--- config.mk ---
export PLATFORM = sky130hd
export DESIGN_NAME = dmx_row_expander
export DESIGN_NICKNAME = d
export VERILOG_FILES = /design/src/rtl/dmx_pkg.sv /design/src/rtl/dmx_addr_walker.sv /design/src/rtl/dmx_row_sequencer.sv /design/src/rtl/dmx_done_tracker.sv /design/src/rtl/dmx_row_expander.sv
export SDC_FILE = /design/constraint.sdc
export NUM_CORES = 1
export LEC_CHECK = 0
export ABC_AREA = 1
export BUFFER_PORTS_ARGS = -buffer_cell sky130_fd_sc_hd__buf_2
export CAP_MARGIN = 10
export CORE_MARGIN = 2
export CORE_UTILIZATION = 40
export DETAILED_ROUTE_END_ITERATION = 6
export HOLD_SLACK_MARGIN = 0.12
export PLACE_DENSITY_LB_ADDON = 0.08
export SLEW_MARGIN = 5
export SYNTH_ARGS = -nofsm -noshare
export SYNTH_HDL_FRONTEND = slang
export SYNTH_SLANG_ARGS = --single-unit
--- constraint.sdc ---
create_clock -name clk_i -period 6.05 [get_ports clk_i]
set_clock_uncertainty 0.05 [all_clocks]
set_input_delay 0.605 -clock clk_i [delete_from_list [all_inputs] [get_ports clk_i]]
set_output_delay 0.605 -clock clk_i [all_outputs]
set_load 0.1 [all_outputs]
--- src/rtl/dmx_pkg.sv ---
package dmx_pkg;

    // Emission state of the row sequencer
    typedef enum logic [0:0] {
        GEN_IDLE = 1'b0,
        GEN_EMIT = 1'b1
    } gen_state_e;

    // Number of address channels that advance per row (source, destination)
    localparam int unsigned NUM_ADDR_CH = 2;

endpackage

--- src/rtl/dmx_addr_walker.sv ---
module dmx_addr_walker #(
    parameter int unsigned AW = 32
) (
    input  logic          clk_i,
    input  logic          rst_ni,
    input  logic          load_i,
    input  logic [AW-1:0] base_i,
    input  logic [AW-1:0] stride_i,
    input  logic          step_i,
    output logic [AW-1:0] addr_o
);

    typedef struct packed {
        logic [AW-1:0] addr;
        logic [AW-1:0] stride;
    } walk_t;

    walk_t walk_d, walk_q;

    always_comb begin
        walk_d = walk_q;
        if (load_i) begin
            walk_d.addr   = base_i;
            walk_d.stride = stride_i;
        end else if (step_i) begin
            walk_d.addr = walk_q.addr + walk_q.stride;
        end
    end

    always_ff @(posedge clk_i or negedge rst_ni) begin
        if (!rst_ni) walk_q <= '0;
        else         walk_q <= walk_d;
    end

    assign addr_o = walk_q.addr;

    AST_ADDR_STEP: assert property (@(posedge clk_i) disable iff (!rst_ni)
        (step_i && !load_i) |=> (addr_o == AW'($past(addr_o) + $past(walk_q.stride))));

endmodule

--- src/rtl/dmx_row_sequencer.sv ---
module dmx_row_sequencer
    import dmx_pkg::*;
#(
    parameter int unsigned LEN_W     = 32,
    parameter int unsigned REPS_W    = 16,
    parameter int unsigned FLAG_W    = 3,
    parameter bit          ENABLE_2D = 1'b1
) (
    input  logic              clk_i,
    input  logic              rst_ni,
    input  logic              accept_i,
    input  logic [REPS_W-1:0] reps_i,
    input  logic [LEN_W-1:0]  len_i,
    input  logic [FLAG_W-1:0] flags_i,
    input  logic              row_ready_i,
    output logic              row_valid_o,
    output logic              row_fire_o,
    output logic              idle_o,
    output logic [REPS_W-1:0] total_o,
    output logic [LEN_W-1:0]  len_o,
    output logic [FLAG_W-1:0] flags_o
);

    typedef struct packed {
        gen_state_e        state;
        logic [REPS_W-1:0] rows_left;
        logic [LEN_W-1:0]  len;
        logic [FLAG_W-1:0] flags;
    } seq_t;

    seq_t seq_d, seq_q;

    localparam logic [REPS_W-1:0] ONE_ROW = REPS_W'(1);

    // Row count of the offered job
    generate
        if (ENABLE_2D) begin : g_two_d
            assign total_o = (reps_i == '0) ? ONE_ROW : reps_i;
        end else begin : g_flat
            logic unused_reps;
            assign unused_reps = ^reps_i;
            assign total_o     = ONE_ROW;
        end
    endgenerate

    assign row_valid_o = (seq_q.state == GEN_EMIT);
    assign row_fire_o  = row_valid_o && row_ready_i;
    assign idle_o      = (seq_q.state == GEN_IDLE);
    assign len_o       = seq_q.len;
    assign flags_o     = seq_q.flags;

    always_comb begin
        seq_d = seq_q;
        if (accept_i) begin
            seq_d.state     = GEN_EMIT;
            seq_d.rows_left = total_o;
            seq_d.len       = len_i;
            seq_d.flags     = flags_i;
        end else if (row_fire_o) begin
            seq_d.rows_left = seq_q.rows_left - ONE_ROW;
            if (seq_q.rows_left == ONE_ROW) begin
                seq_d.state = GEN_IDLE;
            end
        end
    end

    always_ff @(posedge clk_i or negedge rst_ni) begin
        if (!rst_ni) seq_q <= '{state: GEN_IDLE, default: '0};
        else         seq_q <= seq_d;
    end

    AST_ROWS_NONZERO: assert property (@(posedge clk_i) disable iff (!rst_ni)
        row_valid_o |-> (seq_q.rows_left != '0));

    AST_FIELDS_KEPT: assert property (@(posedge clk_i) disable iff (!rst_ni)
        (row_fire_o && seq_q.rows_left > ONE_ROW) |=>
            (row_valid_o && $stable(len_o) && $stable(flags_o)));

    AST_NO_LOAD_BUSY: assert property (@(posedge clk_i) disable iff (!rst_ni)
        accept_i |-> idle_o);

endmodule

--- src/rtl/dmx_done_tracker.sv ---
module dmx_done_tracker #(
    parameter int unsigned REPS_W = 16
) (
    input  logic              clk_i,
    input  logic              rst_ni,
    input  logic              arm_i,
    input  logic [REPS_W-1:0] total_i,
    input  logic              row_done_i,
    output logic              busy_o,
    output logic              job_done_o
);

    typedef struct packed {
        logic              armed;
        logic              done;
        logic [REPS_W-1:0] total;
        logic [REPS_W-1:0] count;
    } trk_t;

    trk_t trk_d, trk_q;
    logic [REPS_W-1:0] count_inc;

    assign count_inc = trk_q.count + REPS_W'(1);

    always_comb begin
        trk_d      = trk_q;
        trk_d.done = 1'b0;
        if (arm_i) begin
            trk_d.armed = 1'b1;
            trk_d.total = total_i;
            trk_d.count = '0;
        end else if (trk_q.armed && row_done_i) begin
            trk_d.count = count_inc;
            if (count_inc == trk_q.total) begin
                trk_d.armed = 1'b0;
                trk_d.done  = 1'b1;
            end
        end
    end

    always_ff @(posedge clk_i or negedge rst_ni) begin
        if (!rst_ni) trk_q <= '0;
        else         trk_q <= trk_d;
    end

    assign busy_o     = trk_q.armed;
    assign job_done_o = trk_q.done;

    AST_CNT_BELOW_TOTAL: assert property (@(posedge clk_i) disable iff (!rst_ni)
        trk_q.armed |-> (trk_q.count < trk_q.total));

    AST_DONE_SINGLE: assert property (@(posedge clk_i) disable iff (!rst_ni)
        job_done_o |=> !job_done_o);

    AST_DONE_FROM_ROW: assert property (@(posedge clk_i) disable iff (!rst_ni)
        $rose(job_done_o) |-> $past(row_done_i));

endmodule

--- src/rtl/dmx_row_expander.sv ---
module dmx_row_expander
    import dmx_pkg::*;
#(
    parameter int unsigned ADDR_W    = 32,
    parameter int unsigned LEN_W     = 32,
    parameter int unsigned REPS_W    = 16,
    parameter int unsigned FLAG_W    = 3,
    parameter bit          ENABLE_2D = 1'b1
) (
    input  logic              clk_i,
    input  logic              rst_ni,
    input  logic              job_valid_i,
    output logic              job_ready_o,
    input  logic [ADDR_W-1:0] job_src_i,
    input  logic [ADDR_W-1:0] job_dst_i,
    input  logic [LEN_W-1:0]  job_len_i,
    input  logic [ADDR_W-1:0] job_src_stride_i,
    input  logic [ADDR_W-1:0] job_dst_stride_i,
    input  logic [REPS_W-1:0] job_reps_i,
    input  logic [FLAG_W-1:0] job_flags_i,
    output logic              row_valid_o,
    input  logic              row_ready_i,
    output logic [ADDR_W-1:0] row_src_o,
    output logic [ADDR_W-1:0] row_dst_o,
    output logic [LEN_W-1:0]  row_len_o,
    output logic [FLAG_W-1:0] row_flags_o,
    input  logic              row_done_i,
    output logic              job_done_o
);

    logic              seq_idle;
    logic              trk_busy;
    logic              accept;
    logic              row_fire;
    logic [REPS_W-1:0] job_total;

    logic [ADDR_W-1:0] ch_base   [NUM_ADDR_CH];
    logic [ADDR_W-1:0] ch_stride [NUM_ADDR_CH];
    logic [ADDR_W-1:0] ch_addr   [NUM_ADDR_CH];

    assign job_ready_o = seq_idle && !trk_busy;
    assign accept      = job_valid_i && job_ready_o;

    assign ch_base[0]   = job_src_i;
    assign ch_base[1]   = job_dst_i;
    assign ch_stride[0] = job_src_stride_i;
    assign ch_stride[1] = job_dst_stride_i;

    generate
        for (genvar c = 0; c < NUM_ADDR_CH; c++) begin : g_walk
            dmx_addr_walker #(
                .AW (ADDR_W)
            ) u_walk (
                .clk_i    (clk_i),
                .rst_ni   (rst_ni),
                .load_i   (accept),
                .base_i   (ch_base[c]),
                .stride_i (ch_stride[c]),
                .step_i   (row_fire),
                .addr_o   (ch_addr[c])
            );
        end
    endgenerate

    assign row_src_o = ch_addr[0];
    assign row_dst_o = ch_addr[1];

    dmx_row_sequencer #(
        .LEN_W     (LEN_W),
        .REPS_W    (REPS_W),
        .FLAG_W    (FLAG_W),
        .ENABLE_2D (ENABLE_2D)
    ) u_seq (
        .clk_i       (clk_i),
        .rst_ni      (rst_ni),
        .accept_i    (accept),
        .reps_i      (job_reps_i),
        .len_i       (job_len_i),
        .flags_i     (job_flags_i),
        .row_ready_i (row_ready_i),
        .row_valid_o (row_valid_o),
        .row_fire_o  (row_fire),
        .idle_o      (seq_idle),
        .total_o     (job_total),
        .len_o       (row_len_o),
        .flags_o     (row_flags_o)
    );

    dmx_done_tracker #(
        .REPS_W (REPS_W)
    ) u_trk (
        .clk_i      (clk_i),
        .rst_ni     (rst_ni),
        .arm_i      (accept),
        .total_i    (job_total),
        .row_done_i (row_done_i),
        .busy_o     (trk_busy),
        .job_done_o (job_done_o)
    );

    AST_ROW_HOLD: assert property (@(posedge clk_i) disable iff (!rst_ni)
        (row_valid_o && !row_ready_i) |=>
            (row_valid_o && $stable(row_src_o) && $stable(row_dst_o)
             && $stable(row_len_o) && $stable(row_flags_o)));

    AST_CLOSED_WHILE_EMITTING: assert property (@(posedge clk_i) disable iff (!rst_ni)
        row_valid_o |-> !job_ready_o);

    AST_FIRST_ROW_FOLLOWS: assert property (@(posedge clk_i) disable iff (!rst_ni)
        accept |=> row_valid_o);

endmodule

==> impl_metrics.py <==
metrics = {
    "flow_run": {
        "cap_violations": 0,
    },
    "detailed_routing": {
        "vias": 13800,
        "viasPerCell": 4.93,
        "drt-total-wl_um": 44400,
        "dr.pass1.iters": 5,
        "ant_nets": 0,
        "wire_per_inst_um": 15.8,
        "drc": 0,
        "drtIter0Drc": 822,
    },
    "clock_tree": {
        "cts_resized": 0,
        "cts_buffers": 28,
        "cts_max_path_buffers": 3,
        "clk_latency_ps": 560,
        "cts_tree": "done",
        "cts.sinks": 214,
        "htree_levels": 1,
        "root_buffer": "clkbuf_16",
        "cts_setup_buffers": 0,
        "ctsHoldBuffers": 1,
        "clk_pin_slew_ps": 60,
    },
    "final_layout": {
        "drive_gt1_frac": 0.161,
        "num-fill-cells": 3802,
        "areaGrowthSynthToFinish_pct": 14.3,
        "nets": 2570,
        "antenna_cells": 0,
        "stdcell_area_mm2": 0.0166,
    },
    "setup_path": {
        "cp.required_ps": 6430,
        "crit_fanout": 128,
        "end_kind": "flop",
        "reg2reg_slack_ps": 2960,
        "slowest_stage": "inv_6",
        "max_stage_delay_ps": 750,
        "startpoint_type": "flop",
        "timing.rr.start": "u_seq.row_valid_o",
        "reg2reg_depth": 7,
        "startpoint": "u_seq.row_valid_o",
        "r2r-end": "u_seq.seq_q[45]",
        "cp.arrival_ps": 3480,
        "critPathKind": "reg -> reg",
        "crit_path_cell_trace": "nor2_1 > nand2_4 > inv_6 > nor2_4 > inv_2 > nand3_1 > o311ai_0",
    },
    "yosys": {
        "synth_top_family_by_area": "simple AND/OR/NAND/NOR gates",
        "synth_mux_area_frac": 0,
        "synthAdderAreaFrac": 0.0587,
        "synth_top_cell_by_area": "dfrtp_1",
        "synth_area_leaders": "dfrtp_1 (37%), nand2_1 (23%), ha_1 (5.6%), inv_1 (5.6%), buf_4 (5.1%)",
        "synth.top_cells.by_count": "nand2_1 (885), inv_1 (215), dfrtp_1 (214)",
        "synth_xor_area_frac": 0.00542,
        "syn_nets": 2402,
        "synth_simple_gate_area_share": 0.348,
        "ys_seq_elements": 214,
        "yosys.cell_types.count": 45,
        "syn_inst": 2151,
        "ys.flop_type": "dfrtp_1",
        "ys_seq_area_frac": 0.368,
        "synth_compound_area_frac": 0.0951,
        "synthArstFlopShare": 1.00,
        "syn_area_per_cell_um2": 6.76,
        "yosysWarnings": 0,
        "yosysMostFrequentCell": "nand2_1",
        "synth_top_area_share": 0.368,
        "netlist_area_mm2": 0.0145,
        "synth_edf_count": 0,
    },
    "placement": {
        "placed_area_mm2": 0.0157,
        "place_congestion": 0.929,
        "dp_hpwl_um": 33100,
        "port_buffers": 285,
    },
    "grt": {
        "groute.usage.overall": 0.233,
        "grt_pass1_wl_um": 71700,
        "gr-total-overflow": 0,
        "grt_pass1_vias": 13600,
        "antenna_found_initial": 0,
        "grt_max_degree": 129,
    },
    "die": {
        "num_io_pins": 286,
        "die_y_um": 195,
        "die-area_mm2": 0.0379,
        "fp.dieW_um": 195,
        "core-area_mm2": 0.0357,
        "row_count": 69,
        "start_util": 0.408,
    },
    "timing": {
        "grt_setup_unrepaired": "no",
        "tightest_slew_ps": 1010,
        "setup_viol": 0,
        "finalCritPeriodShare": 0.511,
        "finalMaxSlewViolations": 0,
        "tns_ps": 0,
        "final_hold_viol_count": 0,
        "relSlewSlack": 0.323,
        "fmax_ghz": 0.323,
        "fin_crit_ps": 3090,
    },
    "run_status": {
        "status": "finished clean",
    },
    "min_path": {
        "hold_depth": 3,
        "hp-start": "job_dst_stride_i[21]",
        "hold_end": "g_walk[1].u_walk.walk_q[21]",
        "hold_class": "in -> reg",
    },
}
==> how the worst max path moves through the flow <==
stage,to,slack (ps),depth (start not counted)
2_1_floorplan,u_seq.seq_q[39],2500,7
3_3_place_gp,u_seq.seq_q[45],2930,6
3_5_place_dp,u_seq.seq_q[45],2880,6
4_1_cts,u_seq.seq_q[45],2890,7
5_1_grt,u_seq.seq_q[46],2640,8
6_report,u_seq.seq_q[45],2960,7
==> kinds of logic after synthesis <==
family / Yosys count
compound gates: 246
fa+ha+maj: 67
flops: 214
xor+xnor: 9
simple gates: 1241
buf+inv: 374
==> sequential cells by signal, summed over array words and instances, names as in the netlist <==
signal and count:
g_walk.u_walk.walk_q 64, u_trk.busy_o 1, u_trk.trk_q 32, u_seq.seq_q 16
u_trk.job_done_o 1, u_seq.row_valid_o 1, g_walk.u_walk.addr_o 64, u_seq.flags_o 3
u_seq.len_o 32
==> layout make-up <==
| class | instances | area, µm² | share of cell area |
|---|---|---|---|
| clock buffers | 45 | 866 | 0.0521 |
| clock inverters | 7 | 87.6 | 0.00527 |
| inverters | 219 | 827 | 0.0498 |
| multi-input cells | 1563 | 7390 | 0.445 |
| flip-flops and latches | 214 | 5360 | 0.322 |
| well taps | 461 | 577 | 0.0347 |
| repair buffers | 293 | 1510 | 0.0910 |
==> routing by layer <==
metal  wire length (µm)  vias to the layer above  global-route usage
met2              19900                      371               0.376
li1                   -                     7072                   -
met1              20800                     6305               0.323
met3               2320                       72              0.0352
met5                  0                        -                   0
met4               1390                        0              0.0712
==> cell usage in the layout, fill, tap and decap left out, types with 3 or more instances in the layout <==
cell type / count
a21oi_1: 90
a31oi_1: 4
a32o_1: 3
buf_2: 284
buf_4: 6
clkbuf_1: 8
clkbuf_16: 29
clkbuf_8: 8
clkinv_2: 4
dfrtp_1: 214
ha_1: 65
inv_1: 215
inv_2: 3
nand2_1: 883
nand2_2: 11
nand2_4: 3
nand3_1: 134
nand3b_1: 7
nand4_1: 9
nor2_1: 145
nor2_2: 5
nor2_4: 7
nor3_1: 20
o211ai_1: 7
o21a_1: 3
o21ai_0: 94
o21ai_1: 4
o21bai_1: 5
o221ai_1: 11
o22ai_1: 16
o311ai_0: 5
or2_2: 7
xor2_1: 7
==> stage by stage <==
step	utilization	std cells	hold slack, ps	worst slack [ps]
CTS	0.466	2802	160	2890
detailed placement	0.439	2749	410	2880
floorplan	-	2151	259	2500
finish	0.466	2802	185	2960
global route	0.466	2802	176	2640
global placement	0.439	2749	409	2930
==> critical path: cells and delay by family, from the launching register on <==
| kind | cells | cell delay [ps] |
|---|---|---|
| buffers and inverters | 2 | 1280 |
| AND/OR/NAND/NOR | 4 | 730 |
| flip-flops | 1 | 450 |
| AO/OA/AOI/OAI | 1 | 320 |
Power is left out: the tool's default activity adds up to more than one toggle a clock period on the data nets, which glitch-free logic cannot reach.
